[config.mk]
export PLATFORM = sky130hd
export DESIGN_NAME = rx_pause_wm_ctrl
export DESIGN_NICKNAME = d
export VERILOG_FILES = /design/src/rtl/pause_wm_pkg.sv /design/src/rtl/pause_wm_regs.sv /design/src/rtl/pause_wm_detect.sv /design/src/rtl/pause_req_hold.sv /design/src/rtl/rx_pause_wm_ctrl.sv
export SDC_FILE = /design/constraint.sdc
export NUM_CORES = 1
export LEC_CHECK = 0
export ABC_AREA = 1
export ABC_CLOCK_PERIOD_IN_PS = 1900
export BUFFER_PORTS_ARGS = -buffer_cell sky130_fd_sc_hd__buf_4
export CORE_ASPECT_RATIO = 1.1
export CORE_MARGIN = 4
export CORE_UTILIZATION = 50
export DETAILED_ROUTE_END_ITERATION = 8
export PLACE_DENSITY = 0.82
export SKIP_CTS_REPAIR_TIMING = 1
export SKIP_LAST_GASP = 1
export SLEW_MARGIN = 20
export SYNTH_ARGS = -nofsm -noshare
export SYNTH_HDL_FRONTEND = slang
export SYNTH_SLANG_ARGS = --single-unit
[constraint.sdc]
create_clock -name clk -period 1.9 [get_ports clk]
set_input_delay 0.095 -clock clk [delete_from_list [all_inputs] [get_ports clk]]
set_output_delay 0.095 -clock clk [all_outputs]
set_load 0.03 [all_outputs]
[src/rtl/pause_wm_pkg.sv]
package pause_wm_pkg;

  localparam int REQ_XOFF = 0;
  localparam int REQ_XON  = 1;
  localparam int NUM_REQ  = 2;

  localparam logic SEL_LOW  = 1'b0;
  localparam logic SEL_HIGH = 1'b1;

  // transmit pause allowed: manual setting wins over negotiated result
  function automatic logic fc_permit(input logic manual, input logic man_en,
                                     input logic an_res);
    return manual ? man_en : an_res;
  endfunction

endpackage

[src/rtl/pause_wm_regs.sv]
module pause_wm_regs #(
  parameter int DATA_W    = 32,
  parameter int THR_W     = 16,
  parameter int GRAN_BITS = 3,
  parameter int XONE_BIT  = 31
) (
  input  logic              clk,
  input  logic              rst_n,
  input  logic              wr_en,
  input  logic              wr_sel,
  input  logic [DATA_W-1:0] wr_data,
  output logic [THR_W-1:0]  lo_thr,
  output logic [THR_W-1:0]  hi_thr,
  output logic              xon_en,
  output logic [DATA_W-1:0] lo_word,
  output logic [DATA_W-1:0] hi_word
);
  import pause_wm_pkg::*;

  localparam int FLD_W = THR_W - GRAN_BITS;

  logic [FLD_W-1:0] lo_fld_q, lo_fld_d;
  logic [FLD_W-1:0] hi_fld_q, hi_fld_d;
  logic             xon_en_q, xon_en_d;
  logic             lo_we, hi_we;

  assign lo_we = wr_en && (wr_sel == SEL_LOW);
  assign hi_we = wr_en && (wr_sel == SEL_HIGH);

  always_comb begin
    lo_fld_d = lo_fld_q;
    hi_fld_d = hi_fld_q;
    xon_en_d = xon_en_q;
    if (lo_we) begin
      lo_fld_d = wr_data[THR_W-1:GRAN_BITS];
      xon_en_d = wr_data[XONE_BIT];
    end
    if (hi_we) begin
      hi_fld_d = wr_data[THR_W-1:GRAN_BITS];
    end
  end

  always_ff @(posedge clk or negedge rst_n) begin
    if (!rst_n) begin
      lo_fld_q <= '0;
      hi_fld_q <= '0;
      xon_en_q <= 1'b0;
    end else begin
      lo_fld_q <= lo_fld_d;
      hi_fld_q <= hi_fld_d;
      xon_en_q <= xon_en_d;
    end
  end

  assign lo_thr = {lo_fld_q, {GRAN_BITS{1'b0}}};
  assign hi_thr = {hi_fld_q, {GRAN_BITS{1'b0}}};
  assign xon_en = xon_en_q;

  always_comb begin
    lo_word = '0;
    lo_word[THR_W-1:GRAN_BITS] = lo_fld_q;
    lo_word[XONE_BIT] = xon_en_q;
    hi_word = '0;
    hi_word[THR_W-1:GRAN_BITS] = hi_fld_q;
  end

endmodule

[src/rtl/pause_wm_detect.sv]
module pause_wm_detect #(
  parameter int CNT_W = 16,
  parameter int THR_W = 16
) (
  input  logic             clk,
  input  logic             rst_n,
  input  logic [CNT_W-1:0] cnt,
  input  logic [THR_W-1:0] lo_thr,
  input  logic [THR_W-1:0] hi_thr,
  input  logic             xon_en,
  input  logic             fc_ok,
  input  logic             pin_xoff,
  input  logic             pin_xon,
  output logic             evt_xoff,
  output logic             evt_xon
);

  localparam int CMP_W = (CNT_W > THR_W) ? CNT_W : THR_W;

  logic [CNT_W-1:0] prev_cnt_q;
  logic             pin_xoff_q, pin_xon_q;
  logic             armed_q, armed_d;

  logic [CMP_W-1:0] cnt_x, prev_x, lo_x, hi_x;
  logic             cfg_ok, rise_hi, fall_lo;
  logic             thr_xoff, thr_xon, pin_xoff_evt, pin_xon_evt;

  always_comb begin
    cnt_x  = CMP_W'(cnt);
    prev_x = CMP_W'(prev_cnt_q);
    lo_x   = CMP_W'(lo_thr);
    hi_x   = CMP_W'(hi_thr);

    cfg_ok  = hi_x > lo_x;
    rise_hi = (cnt_x >= hi_x) && (prev_x < hi_x);
    fall_lo = (cnt_x < lo_x) && (prev_x >= lo_x);

    thr_xoff = cfg_ok && fc_ok && rise_hi;
    thr_xon  = cfg_ok && fc_ok && xon_en && armed_q && fall_lo;

    pin_xoff_evt = xon_en && fc_ok && pin_xoff && !pin_xoff_q;
    pin_xon_evt  = xon_en && fc_ok && pin_xon && !pin_xon_q;

    evt_xoff = thr_xoff || pin_xoff_evt;
    evt_xon  = thr_xon || pin_xon_evt;

    armed_d = armed_q;
    if (thr_xon)  armed_d = 1'b0;
    if (thr_xoff) armed_d = 1'b1;
  end

  always_ff @(posedge clk or negedge rst_n) begin
    if (!rst_n) begin
      prev_cnt_q <= '0;
      pin_xoff_q <= 1'b0;
      pin_xon_q  <= 1'b0;
      armed_q    <= 1'b0;
    end else begin
      prev_cnt_q <= cnt;
      pin_xoff_q <= pin_xoff;
      pin_xon_q  <= pin_xon;
      armed_q    <= armed_d;
    end
  end

endmodule

[src/rtl/pause_req_hold.sv]
module pause_req_hold (
  input  logic clk,
  input  logic rst_n,
  input  logic evt,
  input  logic ack,
  output logic req
);

  logic req_q, req_d;

  always_comb begin
    req_d = req_q;
    if (ack) req_d = 1'b0;
    if (evt) req_d = 1'b1;
  end

  always_ff @(posedge clk or negedge rst_n) begin
    if (!rst_n) req_q <= 1'b0;
    else        req_q <= req_d;
  end

  assign req = req_q;

endmodule

[src/rtl/rx_pause_wm_ctrl.sv]
module rx_pause_wm_ctrl #(
  parameter int DATA_W    = 32,
  parameter int CNT_W     = 16,
  parameter int THR_W     = 16,
  parameter int GRAN_BITS = 3,
  parameter int XONE_BIT  = 31
) (
  input  logic              clk,
  input  logic              rst_n,
  input  logic              reg_wr_en,
  input  logic              reg_sel,
  input  logic [DATA_W-1:0] reg_wdata,
  output logic [DATA_W-1:0] low_word_rd,
  output logic [DATA_W-1:0] high_word_rd,
  input  logic [CNT_W-1:0]  fifo_bytes,
  input  logic              ext_xoff_pin,
  input  logic              ext_xon_pin,
  input  logic              an_tx_pause,
  input  logic              manual_cfg,
  input  logic              man_tx_fc_en,
  output logic              xoff_req,
  input  logic              xoff_ack,
  output logic              xon_req,
  input  logic              xon_ack
);
  import pause_wm_pkg::*;

  // reset: asserted asynchronously, released on the clock
  logic [1:0] rst_sync_q;
  logic       rst_core_n;

  always_ff @(posedge clk or negedge rst_n) begin
    if (!rst_n) rst_sync_q <= 2'b00;
    else        rst_sync_q <= {rst_sync_q[0], 1'b1};
  end
  assign rst_core_n = rst_sync_q[1];

  logic [THR_W-1:0]   lo_thr, hi_thr;
  logic               xon_en, fc_ok;
  logic [NUM_REQ-1:0] evt_v, ack_v, req_v;

  assign fc_ok = fc_permit(manual_cfg, man_tx_fc_en, an_tx_pause);

  pause_wm_regs #(
    .DATA_W(DATA_W), .THR_W(THR_W), .GRAN_BITS(GRAN_BITS), .XONE_BIT(XONE_BIT)
  ) u_regs (
    .clk(clk), .rst_n(rst_core_n),
    .wr_en(reg_wr_en), .wr_sel(reg_sel), .wr_data(reg_wdata),
    .lo_thr(lo_thr), .hi_thr(hi_thr), .xon_en(xon_en),
    .lo_word(low_word_rd), .hi_word(high_word_rd)
  );

  pause_wm_detect #(.CNT_W(CNT_W), .THR_W(THR_W)) u_detect (
    .clk(clk), .rst_n(rst_core_n),
    .cnt(fifo_bytes), .lo_thr(lo_thr), .hi_thr(hi_thr),
    .xon_en(xon_en), .fc_ok(fc_ok),
    .pin_xoff(ext_xoff_pin), .pin_xon(ext_xon_pin),
    .evt_xoff(evt_v[REQ_XOFF]), .evt_xon(evt_v[REQ_XON])
  );

  assign ack_v[REQ_XOFF] = xoff_ack;
  assign ack_v[REQ_XON]  = xon_ack;

  for (genvar g = 0; g < NUM_REQ; g++) begin : g_req
    pause_req_hold u_hold (
      .clk(clk), .rst_n(rst_core_n),
      .evt(evt_v[g]), .ack(ack_v[g]), .req(req_v[g])
    );
  end

  assign xoff_req = req_v[REQ_XOFF];
  assign xon_req  = req_v[REQ_XON];

endmodule

# After elaboration in Yosys (flattened, before gate mapping)
# Index checks and enable logic that the tools add are counted.
[op_classes]
bitwise_logic = 1
n_mux = 7
magnitude_cmp = 5
n_reduce_logical = 21
[ops]
columns = ["operator", "count"]
rows = [
  ["$ge 16x16->1", 2],
  ["$lt 16x16->1", 2],
  ["$gt 16x16->1", 1],
  ["$logic_and 1x1->1", 14],
  ["$mux 1", 7],
  ["$reduce_bool 2->1", 3],
  ["$logic_not 1->1", 2],
  ["$logic_or 1x1->1", 2],
  ["$not 1->1", 1],
]
[word_totals]
input_bits = 59
word_cells = 44
ff_bits = 50
out_inout_bits = 66

# Logic depth before layout (Yosys ltp)
[depth]
word_depth = 7
ltp_mapped = 12
depth_no_buf = 12

# Cells and area by module
# From an unflattened synthesis, not the netlist that was laid out.
[unflattened]
hier_cells = 523
hier_area_um2 = 4182.8
[modules_own_cells]
columns = ["module", "cells_each", "n_inst", "seq_area_each_um2", "area_each_um2"]
rows = [
  ["pause_wm_detect", 317, 1, 475.5, 2437.3],
  ["pause_wm_regs", 189, 1, 675.6, 1596.5],
  ["pause_req_hold", 5, 2, 25.0, 40.0],
  ["rx_pause_wm_ctrl", 7, 1, 50.0, 68.8],
]

# Worst setup path after synthesis
# No wires, ideal clock.
[synth_path]
path_kind = "register to register"
startpoint = "register u_regs.lo_fld_q[12]"
endpoint = "register u_detect.armed_q"
slack_ps = 126
setup_time_ps = 118
n_path_buf = 0
required_time_ps = 1782
arrival_time_ps = 1656
stages_incl_launch_ff = 12
period_less_slack_ps = 1774
path_cell_list = "dfrtp_1 inv_1 ha_1 nand2_1 nor2_2 inv_1 nor2_2 nand2_1 a21oi_2 nand3_2 nand2_1 nand2_1"
[synth_between]
elab_chain_len = 6
elab_cells_between_ends = 11
classes_between = "order compare (3); mux (1); reduce/logical (7)"
[synth_rtl]
columns = ["element", "line", "source"]
rows = [
  ["start: declaration", "pause_wm_regs.sv:22", "logic [FLD_W-1:0] lo_fld_q, lo_fld_d;"],
  ["start signal: assignment", "pause_wm_regs.sv:49", "lo_fld_q <= lo_fld_d;"],
  ["$gt 16x16->1", "pause_wm_detect.sv:34", "cfg_ok = hi_x > lo_x;"],
  ["$logic_and 1x1->1", "pause_wm_detect.sv:38, pause_wm_detect.sv:39", ""],
  ["$logic_and 1x1->1 (3 in series)", "pause_wm_detect.sv:39", "thr_xon = cfg_ok && fc_ok && xon_en && armed_q && fall_lo;"],
  ["$reduce_bool 2->1 (no line)", "n/a", ""],
  ["end signal: assignment", "pause_wm_detect.sv:62", "armed_q <= armed_d;"],
  ["end: declaration", "pause_wm_detect.sv:22", "logic armed_q, armed_d;"],
]
# Parallel ways exist; a longest one is shown, timed or not.
# A chain may end at the register's enable or synchronous reset.

# Worst setup path in the final report
[layout_path]
startpoint = "input port fifo_bytes[15]"
endpoint = "register u_detect.armed_q"
[layout_between]
elab_chain_len = 4
elab_cells_between_ends = 8
classes_between = "order compare (2); mux (1); reduce/logical (5)"
[layout_rtl]
columns = ["element", "line", "source"]
rows = [
  ["start: declaration", "rx_pause_wm_ctrl.sv:15", "input logic [CNT_W-1:0] fifo_bytes,"],
  ["$ge 16x16->1 / $lt 16x16->1 (equally long branches)", "pause_wm_detect.sv:35, pause_wm_detect.sv:36", ""],
  ["$logic_and 1x1->1 (on tied branches)", "pause_wm_detect.sv:35, pause_wm_detect.sv:36", ""],
  ["$logic_and 1x1->1 (on tied branches)", "pause_wm_detect.sv:38, pause_wm_detect.sv:39", ""],
  ["$mux 1 / $reduce_bool 2->1 (equally long branches)", "n/a", ""],
]
# Parallel ways exist; a longest one is shown, timed or not.

==> run_results.csv <==
group,metric,value,unit
drt,ant_nets,0,
worst_hold_path,hold_path.class,"input port to flip-flop",
synth,syn_area_per_cell,8.06,um^2
cts,cts_buffer_depth,2,
synth,synthArstFlopShare,100,%
cells_and_area,synthToLayoutAreaGrowth,22.3,%
synth,synth_compound_area_share,9.22,%
synth,synth-edff-count,0,
worst_setup_path,crit_type,"input port to flip-flop",
global_routing,globalRoute.busiestLayer,"met2",
timing,max-slew-margin-rel,45.3,%
worst_hold_path,hold_path_end,"u_regs.xon_en",
placed_design,globalplace.congestion,0.856,
timing,period_share,95.3,%
floorplanning,die_area,8560,um^2
global_routing,antenna_found_initial,0,
drt,post-route-drc-count,0,
synth,synth.distinct_cells,24,
synth,synth_top_family_by_area,"adder cells",
worst_hold_path,worstHoldPathCells,3,
cts,cts_root_buffer,"clkbuf_8",
synth,synth-seq-cells,50,
floorplanning,row_count,32,
synth,ys_warn_count,0,
timing,finalSetupViolCount,0,
timing,finalHoldViolCount,0,
worst_hold_path,hp-start,"reg_wdata[31]",
timing,worstMarginPinSlew,0.818,ns
synth,synth_adder_area_share,22.1,%
drt,via_per_inst,4.97,
cells_and_area,multi_input_comb_area,1900,um^2
cts,cts_tree,"yes",
cts,clock_latency,0.30,ns
timing,drv_slew,0,
global_routing,grt_max_degree,29,
floorplanning,io_pins,125,
worst_setup_path,r2r-start,"u_regs.lo_fld_q[12]",
global_routing,grt-ovfl-total,0,
outcome,outcome,"finished clean",
power_and_ir_drop,p_leak,2.43,nW
drt,drtIter0Drc,155,
placed_design,dp_hpwl,6830,um
cts,h-tree-depth,2,
worst_setup_path,endpoint_kind,"flip-flop",
power_and_ir_drop,p_per_area,773,nW/um^2
synth,muxShareOfSynthArea,0,%
drt,wl,8620,um
global_routing,grtUsageMet2,33.2,%
timing,tns,0,ns
cells_and_area,antenna_cells,0,
cells_and_area,nFillCells,565,
synth,synth.area.top_cells,"dfrtp_1 35%, ha_1 22%, nand2_1 11%",
cells_and_area,drive_gt1_share,16.2,%
worst_setup_path,crit_chain,"dlygate4sd3_1 > buf_4 > ha_1 > nand2_1 > inv_1 > nand2_1 > nand3_1 > nor2_2 > nand2_1 > nor2_1 > nand3_2 > nand2_1 > nand2_1",
synth,synth-simple-area-share,17.6,%
timing,clock_skew,0.00258,ns
cts,clkTransAtPathRegs,0.09,ns
worst_setup_path,cpPeakStageDelay,0.54,ns
floorplanning,die_w,88.6,um
synth,synth_ff_type,"dfrtp_1",
synth,synth_commonest_cells,"103 x nand2_1, 71 x inv_1, 63 x ha_1",
worst_setup_path,crit_path_frequent_cell,"nand2_1",
cells_and_area,final_cell_area,4360,um^2
global_routing,grt_usage,20.4,%
worst_setup_path,cp_data_arrival_time,2.01,ns
cts,clock-sinks,50,
timing,rsz0062_at_grt,"false",
worst_setup_path,rrSetupSlack,0.09,ns
placed_design,place_area,4050,um^2
placed_design,io_buffers,69,
worst_setup_path,crit_required,2.10,ns
worst_setup_path,reg2reg_depth,12,
placed_design,dp_cells,593,
synth,synth_area,3570,um^2
worst_setup_path,cp_slowest_cell,"dlygate4sd3_1",
global_routing,globalRouteMet1Util,28.3,%
cells_and_area,ff_latch_area,1250,um^2
cells_and_area,nets,657,
global_routing,grt_pass1_vias,2998,
timing,period_needed,1.81,ns
drt,wl_per_cell,13.9,um
floorplanning,start_util,51.2,%
synth,synth_top_area_share,35.1,%
power_and_ir_drop,vdd.ir_drop.worst,0.000576,V
cells_and_area,fin_cells,621,
run,cap_violations,0,
drt,vias,3089,
cts,numCtsBuffers,5,
worst_setup_path,startpoint_type,"input port",
synth,syn_inst,443,
worst_setup_path,cp_top_family,"simple AND/OR/NAND/NOR gates",
synth,synth-xor-area-share,0,%
floorplanning,fp.dieH,96.6,um
worst_setup_path,crit_buf_inv,3,
synth,yosysTopAreaCell,"dfrtp_1",
global_routing,met3_usage,2.56,%
timing,fmax,0.552,GHz
synth,ys_seq_area_share,35.1,%
floorplanning,core,6970,um^2
worst_setup_path,rr_endpoint,"u_detect.armed_q",
drt,firstDrtPassIters,4,
worst_setup_path,critical_path_peak_fanout,3,
global_routing,grt_pass1_wl,14000,um
synth,synth_most_common_cell,"nand2_1",
[area by class of cell]
class / count / area share (%)
inverters: 71 / 6.11
well taps: 85 / 2.44
clock buffers: 6 / 1.66
clock inverters: 2 / 0.860
flip-flops and latches: 50 / 28.7
repair buffers: 91 / 16.7
multi-input cells: 316 / 43.5
[routing by layer]
metal  vias up  part of all wire [%]
li1       1530                     -
met1      1448                    44
met2        99                    49
met3        12                   5.0
met4         0                   1.7
met5         -                     0
[power breakdown]
part           switching, mW  internal (mW)
registers              0.118           1.18
logic                  0.836          0.491
clock network          0.359          0.393
[registers in the layout, summed over array words and instances (netlist names)]
name and flops:
u_regs.hi_fld_q 13, g_req.u_hold.req 2, rst_sync_q 2, u_detect.armed_q 1, u_regs.lo_fld_q 13, u_regs.xon_en 1, u_detect.pin_xoff_q 1, u_detect.pin_xon_q 1
u_detect.prev_cnt_q 16
[kinds of logic after synthesis]
| logic type | after synthesis |
|---|---|
| simple gates | 152 |
| buf+inv | 113 |
| compound gates | 63 |
| fa+ha+maj | 63 |
| flops | 50 |
| other cells | 2 |
[through the flow]
stage / setup WS (ns) / power [mW] / util (%) / hold WS (ns)
finish: 0.0885 / 3.37 / 62.6 / 0.0401
global route: 0.00347 / 3.62 / 62.6 / 0.0253
CTS: 0.0397 / 3.34 / 59.6 / -0.453
detailed placement: 0.135 / 2.58 / 58.1 / -0.120
global placement: 0.245 / 2.52 / 58.1 / -0.121
floorplan: 0.126 / 2.21 / - / -0.201
[worst max path at each step]
stage	slack (ns)	startpoint	depth (start not counted)	to
2_1_floorplan	0.13	u_regs.lo_fld_q[12]	11	u_detect.armed_q
4_1_cts	0.04	u_regs.lo_fld_q[12]	12	u_detect.armed_q
3_5_place_dp	0.14	u_regs.hi_fld_q[12]	8	u_detect.armed_q
3_3_place_gp	0.24	u_regs.lo_fld_q[12]	11	u_detect.armed_q
5_1_grt	0.003	u_regs.hi_fld_q[4]	10	u_detect.armed_q
6_report	0.09	fifo_bytes[15]	13	u_detect.armed_q
[cell usage in the layout, fill, tap and decap left out]
cell type	synthesis	routed
and3_1	1	1
a21o_1	2	2
inv_1	71	70
clkinvlp_4	0	1
dlygate4sd3_1	0	19
nor4_4	0	1
o21ai_1	1	1
nand3_1	9	9
bufinv_16	0	1
a21oi_2	1	1
and2_1	1	1
nand2_1	103	103
clkbuf_8	0	5
clkbuf_1	4	1
nor3_1	3	3
buf_4	38	72
nand3_2	1	1
o22ai_1	2	2
nand4_1	5	5
nand3b_1	1	1
dfrtp_2	0	1
dfrtp_1	50	49
o21ai_0	32	32
o211ai_1	1	1
a21oi_1	24	24
conb_1	2	38
nor2_1	25	24
ha_1	63	63
inv_2	0	1
nor2_2	2	3
[worst min-delay path, stage by stage]
cell	delay (ns)
buf_4	0.08
nor2_1	0.03
a21oi_1	0.10
(Power assumes the default switching activity.)
